==> config.mk <==
export PLATFORM = sky130hd
export DESIGN_NAME = txd_chain_dma
export DESIGN_NICKNAME = d
export VERILOG_FILES = /design/src/rtl/txd_pkg.sv /design/src/rtl/txd_frame_buf.sv /design/src/rtl/txd_byte_drain.sv /design/src/rtl/txd_chain_dma.sv
export SDC_FILE = /design/constraint.sdc
export NUM_CORES = 1
export LEC_CHECK = 0
export ABC_CLOCK_PERIOD_IN_PS = 8200
export BUFFER_PORTS_ARGS = -buffer_cell sky130_fd_sc_hd__buf_2
export CORE_UTILIZATION = 52
export CTS_CLUSTER_SIZE = 28
export DETAILED_ROUTE_END_ITERATION = 10
export PLACE_DENSITY = 0.77
export SYNTH_ARGS = -nofsm -noshare
export SYNTH_HDL_FRONTEND = slang
export SYNTH_SLANG_ARGS = --single-unit
==> constraint.sdc <==
create_clock -name clk -period 8.2 [get_ports clk]
set_input_delay 0 -clock clk [delete_from_list [all_inputs] [get_ports clk]]
set_output_delay 0 -clock clk [all_outputs]
set_load 0.01 [all_outputs]
==> src/rtl/txd_pkg.sv <==
package txd_pkg;
  localparam int OWN_BIT  = 31;
  localparam int LAST_BIT = 30;

  typedef enum logic [2:0] {
    S_IDLE, S_DREQ, S_DWAIT, S_BREQ, S_BWAIT, S_GO, S_SEND, S_WB
  } dma_st_t;

  typedef enum logic [1:0] {
    D_IDLE, D_LD, D_CAP, D_OUT
  } drn_st_t;
endpackage

==> src/rtl/txd_frame_buf.sv <==
module txd_frame_buf #(
  parameter int WORDS = 16,
  localparam int PW = $clog2(WORDS)
) (
  input  logic          clk,
  input  logic          rst,
  input  logic          clr,
  input  logic          wr_en,
  input  logic [31:0]   wr_data,
  input  logic [1:0]    wr_nb,
  output logic [PW:0]   wr_cnt,
  input  logic          rd_en,
  input  logic [PW-1:0] rd_addr,
  output logic [31:0]   rd_data,
  output logic [1:0]    rd_nb
);
  logic [33:0] store [WORDS];
  logic [PW:0] wptr;

  always_ff @(posedge clk) begin
    if (wr_en) store[wptr[PW-1:0]] <= {wr_nb, wr_data};
  end

  always_ff @(posedge clk) begin
    if (rd_en) {rd_nb, rd_data} <= store[rd_addr];
  end

  always_ff @(posedge clk) begin
    if (rst || clr) wptr <= '0;
    else if (wr_en) wptr <= wptr + 1'b1;
  end

  assign wr_cnt = wptr;


  buf_room_chk: assert property (@(posedge clk) disable iff (rst)
    wr_en |-> (int'(wptr) < WORDS));
endmodule

==> src/rtl/txd_byte_drain.sv <==
module txd_byte_drain
  import txd_pkg::*;
#(
  parameter int WORDS = 16,
  localparam int PW = $clog2(WORDS)
) (
  input  logic          clk,
  input  logic          rst,
  input  logic          go,
  input  logic [PW:0]   cnt,
  output logic          done,
  output logic          rd_en,
  output logic [PW-1:0] rd_addr,
  input  logic [31:0]   rd_data,
  input  logic [1:0]    rd_nb,
  output logic          tx_valid,
  output logic [7:0]    tx_data,
  output logic          tx_last,
  input  logic          tx_ready
);
  drn_st_t     st;
  logic [PW:0] idx;
  logic [PW:0] cnt_q;
  logic [1:0]  lane;
  logic [1:0]  nb;
  logic [31:0] sh;
  logic        final_w;

  assign rd_en   = (st == D_LD);
  assign rd_addr = idx[PW-1:0];
  assign final_w = ((idx + 1'b1) == cnt_q);

  always_ff @(posedge clk) begin
    if (rst) begin
      st <= D_IDLE; idx <= '0; cnt_q <= '0; lane <= '0; nb <= '0; sh <= '0;
      tx_valid <= 1'b0; tx_data <= '0; tx_last <= 1'b0; done <= 1'b0;
    end else begin
      done <= 1'b0;
      case (st)
        D_IDLE: if (go) begin
          idx <= '0;
          cnt_q <= cnt;
          if (cnt == '0) done <= 1'b1;
          else st <= D_LD;
        end
        D_LD: st <= D_CAP;
        D_CAP: begin
          sh       <= rd_data;
          nb       <= rd_nb;
          lane     <= '0;
          tx_valid <= 1'b1;
          tx_data  <= rd_data[7:0];
          tx_last  <= final_w && (rd_nb == 2'd0);
          st       <= D_OUT;
        end
        D_OUT: if (tx_ready) begin
          if (lane == nb) begin
            tx_valid <= 1'b0;
            tx_last  <= 1'b0;
            if (final_w) begin
              done <= 1'b1;
              st   <= D_IDLE;
            end else begin
              idx <= idx + 1'b1;
              st  <= D_LD;
            end
          end else begin
            lane    <= lane + 2'd1;
            tx_data <= sh[{lane + 2'd1, 3'b000} +: 8];
            tx_last <= final_w && ((lane + 2'd1) == nb);
          end
        end
        default: st <= D_IDLE;
      endcase
    end
  end


  hold_chk: assert property (@(posedge clk) disable iff (rst)
    tx_valid && !tx_ready |=> tx_valid && $stable(tx_data) && $stable(tx_last));
endmodule

==> src/rtl/txd_chain_dma.sv <==
module txd_chain_dma
  import txd_pkg::*;
#(
  parameter int AW        = 32,
  parameter int CNT_W     = 11,
  parameter int BUF_WORDS = 16
) (
  input  logic          clk,
  input  logic          rst,
  input  logic          dma_en,
  input  logic          start,
  input  logic          cfg_load,
  input  logic [AW-1:0] cfg_base,
  output logic [AW-1:0] cur_desc,
  output logic          mem_req,
  output logic          mem_we,
  output logic [AW-1:0] mem_addr,
  output logic [31:0]   mem_wdata,
  input  logic          mem_gnt,
  input  logic          mem_rvalid,
  input  logic [31:0]   mem_rdata,
  output logic          tx_valid,
  output logic [7:0]    tx_data,
  output logic          tx_last,
  input  logic          tx_ready
);
  localparam int PW = $clog2(BUF_WORDS);

  dma_st_t          st;
  logic [AW-1:0]    cur, bptr, nxt_q;
  logic [1:0]       k;
  logic [30:0]      stat_q;
  logic             last_q;
  logic [CNT_W-1:0] rem, take, rem_n;

  logic          fb_wr, fb_rd, drn_done, drn_go;
  logic [PW:0]   fb_cnt;
  logic [PW-1:0] fb_raddr;
  logic [31:0]   fb_rdata;
  logic [1:0]    fb_rnb;

  assign take  = (rem > CNT_W'(4)) ? CNT_W'(4) : rem;
  assign rem_n = rem - take;

  assign cur_desc  = cur;
  assign mem_req   = (st == S_DREQ) || (st == S_BREQ) || (st == S_WB);
  assign mem_we    = (st == S_WB);
  assign mem_wdata = {1'b0, stat_q};
  always_comb begin
    case (st)
      S_BREQ:  mem_addr = bptr;
      S_DREQ:  mem_addr = cur + {{(AW-4){1'b0}}, k, 2'b00};
      default: mem_addr = cur;
    endcase
  end

  assign fb_wr  = (st == S_BWAIT) && mem_rvalid;
  assign drn_go = (st == S_GO);

  always_ff @(posedge clk) begin
    if (rst) begin
      st <= S_IDLE; cur <= '0; bptr <= '0; nxt_q <= '0; k <= '0;
      stat_q <= '0; last_q <= 1'b0; rem <= '0;
    end else begin
      case (st)
        S_IDLE: begin
          if (cfg_load) cur <= cfg_base;
          else if (start && dma_en) begin
            k  <= '0;
            st <= S_DREQ;
          end
        end
        S_DREQ: if (mem_gnt) st <= S_DWAIT;
        S_DWAIT: if (mem_rvalid) begin
          case (k)
            2'd0: stat_q <= mem_rdata[30:0];
            2'd1: begin
              last_q <= mem_rdata[LAST_BIT];
              rem    <= mem_rdata[CNT_W-1:0];
            end
            2'd2: bptr  <= mem_rdata[AW-1:0];
            default: nxt_q <= mem_rdata[AW-1:0];
          endcase
          k <= k + 2'd1;
          if (k == 2'd0 && !mem_rdata[OWN_BIT]) st <= S_IDLE;
          else if (k == 2'd3) begin
            if (rem != '0) st <= S_BREQ;
            else st <= last_q ? S_GO : S_WB;
          end else st <= S_DREQ;
        end
        S_BREQ: if (mem_gnt) st <= S_BWAIT;
        S_BWAIT: if (mem_rvalid) begin
          rem  <= rem_n;
          bptr <= bptr + AW'(4);
          if (rem_n != '0) st <= S_BREQ;
          else st <= last_q ? S_GO : S_WB;
        end
        S_GO:   st <= S_SEND;
        S_SEND: if (drn_done) st <= S_WB;
        S_WB: if (mem_gnt) begin
          cur <= nxt_q;
          k   <= '0;
          st  <= dma_en ? S_DREQ : S_IDLE;
        end
        default: st <= S_IDLE;
      endcase
    end
  end

  txd_frame_buf #(.WORDS(BUF_WORDS)) i_fbuf (
    .clk(clk), .rst(rst), .clr(drn_done),
    .wr_en(fb_wr), .wr_data(mem_rdata), .wr_nb(take[1:0] - 2'd1),
    .wr_cnt(fb_cnt),
    .rd_en(fb_rd), .rd_addr(fb_raddr), .rd_data(fb_rdata), .rd_nb(fb_rnb)
  );

  txd_byte_drain #(.WORDS(BUF_WORDS)) i_drain (
    .clk(clk), .rst(rst), .go(drn_go), .cnt(fb_cnt), .done(drn_done),
    .rd_en(fb_rd), .rd_addr(fb_raddr), .rd_data(fb_rdata), .rd_nb(fb_rnb),
    .tx_valid(tx_valid), .tx_data(tx_data), .tx_last(tx_last), .tx_ready(tx_ready)
  );


  req_hold_chk: assert property (@(posedge clk) disable iff (rst)
    mem_req && !mem_gnt |=> mem_req && $stable(mem_addr) && $stable(mem_we));

  sf_order_chk: assert property (@(posedge clk) disable iff (rst)
    tx_valid |-> (st == S_SEND));

  wb_after_send_chk: assert property (@(posedge clk) disable iff (rst)
    mem_req && mem_we |-> !tx_valid);

  base_load_chk: assert property (@(posedge clk) disable iff (rst)
    (st == S_IDLE) && cfg_load |=> cur_desc == $past(cfg_base));

  en_gate_chk: assert property (@(posedge clk) disable iff (rst)
    (st == S_IDLE) && !dma_en |=> !mem_req);

  park_chk: assert property (@(posedge clk) disable iff (rst)
    (st == S_DWAIT) && mem_rvalid && (k == 2'd0) && !mem_rdata[OWN_BIT] |=> !mem_req);
endmodule

==> flow_summary.yaml <==
outcome:
  status: "finished clean"
global_routing:
  grt_pass1_wl_um: 134000
  overflow: 0
  grtUsageTotal_pct: 28.8
  grt_max_degree: 78
  antenna_found_initial: 0
  first_global_vias: 21000
synthesis:
  synth-edff-count: 578
  synth_area_per_cell_um2: 14.7
  synth.top_cells.by_area: "edfxtp_1 (53%), dfxtp_1 (13%), mux4_2 (12%)"
  synthArstFlopShare_pct: 0
  synth.cell_area_um2: 32600
  yosys_warnings: 0
  ys_ff_latch: 786
  synth_top_area_share_pct: 53.3
  synth_area_leader_cell: "edfxtp_1"
  synth_nets: 2302
  ys.flop_type: "edfxtp_1"
  ys_seq_area_share_pct: 66.0
  syn-instance-count: 2211
  ys_types: 82
die:
  initial_utilization_pct: 52.7
  die_area_um2: 63700
  die_h_um: 252
  io_pins: 180
  core_um2: 61800
  die_x_um: 252
  rows: 91
timing:
  hold-worst-slack_ns: 0.102
  rsz0062_at_grt: "no"
  post-route-period-util_pct: 52.6
  finalHoldViolCount: 0
  finalCriticalPeriod_ns: 4.32
  final_max_slew_viol_count: 0
  fin_skew_ns: 0.0263
  setup-tns-final_ns: 0
  max_freq_ghz: 0.232
  final.setup.worst_slack_ns: 3.88
  relSlewSlack_pct: 5.17
  setup_viol: 0
  max_slew.worst_pin.slew_ns: 1.42
final_layout:
  drive_gt1_share_pct: 22.3
  final_core_util_pct: 61.2
  syn_to_final_growth_pct: 16.2
  stdcell_area_um2: 37900
  antenna_cells: 0
  regArea_um2: 21500
  multi_input_area_um2: 10500
  final_nets: 2509
  fill_cells: 4369
  fin_cells: 3317
power_and_ir_drop:
  irDropWorstVdd_uv: 173
  power.total_mw: 8.67
  p_leak_nw: 12.3
  p_per_area_nw_per_um2: 229
clock_network:
  root_buffer: "clkbuf_16"
  clkSinkCount: 786
  cts_resized: 0
  path_clk_slew_ns: 0.06
  h-tree-depth: 3
  clk_path_buf_depth: 3
  cts_buffers: 77
  post-cts-setup-buffers: 0
  cts_tree: "done"
  hold_buffers: 78
  clock_latency_ns: 0.63
drt:
  ant_nets: 0
  finalWirelength_um: 91900
  first_iter_violations: 2617
  routedWlPerCell_um: 27.7
  route.vias.total: 21400
  drt_first_pass_iters: 6
  drc: 0
  vias_per_cell: 6.44
place:
  port_buffers: 178
  hpwlAfterDp_um: 51400
  place_ws_ns: 4.50
  post_dp_cell_area_um2: 34300
  dpl.cell_count: 3092
  gp_congestion: 0.904
critical_path:
  arrival_ns: 4.82
  endpoint_kind: "flip-flop"
  start_kind: "flip-flop"
  critical_path_required_ns: 8.71
  critPathKind: "reg -> reg"
  cp_max_fo: 11
hold_path:
  worst_hold_path_type: "in -> reg"
job:
  cap_violations: 0
[cell usage in the layout (no fill, tap or decap), types with 28 or more instances in the layout]
cell type      instances
a211oi_1              56
dlygate4sd3_1         78
buf_2                177
buf_4                 28
nand3_1               34
nand2_1              204
nor3_1                35
dfxtp_1              203
mux2i_1               83
a21oi_1              144
clkbuf_16             81
o21ai_0               63
mux4_2               178
edfxtp_1             578
nor2_1               131
[registers in the layout, indices dropped and copies added, names as in the netlist]
register          flops
i_drain.tx_valid      1
k                     2
st                    3
i_drain.done          1
i_drain.tx_last       1
last_q                1
nxt_q                32
i_fbuf.rd_data       32
i_fbuf.wr_cnt         5
i_drain.tx_data       8
i_fbuf.rd_nb          2
cur_desc             32
i_drain.sh           32
i_drain.cnt_q         5
i_drain.nb            2
i_fbuf.store        544
bptr                 32
rem                  11
i_drain.idx           5
i_drain.st            2
stat_q               31
i_drain.lane          2
[worst max-delay path: stages (launching register included)]
cell	delay [ns]
dfxtp_1	0.41
nor4_1	0.83
nand2_1	0.27
o21ai_0	0.25
ha_1	0.39
or4b_2	0.65
and4_1	0.23
a221o_1	0.25
nand4bb_1	0.19
o2bb2ai_1	0.15
dlygate4sd3_1	0.57
[worst paths after layout]
kind | cells past startpoint | slack [ns] | start | endpoint
hold / removal | 6 | 0.10 | start | k[1]
hold reg to reg | 2 | 0.46 | stat_q[29] | stat_q[29]
setup reg to reg | 10 | 3.88 | rem[6] | st[1]
setup / recovery | 10 | 3.88 | rem[6] | st[1]
[cell type report]
class | instances | share of cell area (%)
sequential | 786 | 56.9
multi-input combinational | 1237 | 27.7
timing repair buffer | 292 | 5.51
clock buffer | 96 | 5.50
tap | 837 | 2.77
clock inverter | 45 | 1.46
inverter | 24 | 0.238
[where the power goes]
group | total, mW | internal [mW] | switching (mW)
sequential | 4.46 | 4.35 | 0.106
clock | 3.73 | 2.19 | 1.54
combinational | 0.479 | 0.166 | 0.313
total | 8.67 | 6.71 | 1.96
[Yosys cell counts (18+ instances only)]
| cell | count |
|---|---|
| a211oi_1 | 56 |
| a21oi_1 | 144 |
| buf_2 | 19 |
| clkbuf_1 | 135 |
| dfxtp_1 | 208 |
| edfxtp_1 | 578 |
| ha_1 | 18 |
| inv_1 | 23 |
| mux2i_1 | 83 |
| mux4_2 | 178 |
| nand2_1 | 204 |
| nand3_1 | 35 |
| nand4_1 | 21 |
| nor2_1 | 144 |
| nor3_1 | 39 |
| o21ai_0 | 63 |
| o31ai_1 | 18 |
[cell families after synthesis]
group,Yosys count,share of synthesized area (%)
compound gates,398,7.82
xor+xnor,17,0.499
simple gates,536,7.63
buf+inv,188,2.26
other cells,2,0.0230
fa+ha+maj,19,0.752
mux,265,15.0
flops,786,66.0
[routing by layer]
layer,global-route usage [%],part of all wire (%)
met1,37.9,37
met2,47.4,49
met3,5.41,9.9
met4,11.8,3.5
met5,0,0
Power figures use the tool's default switching activity.
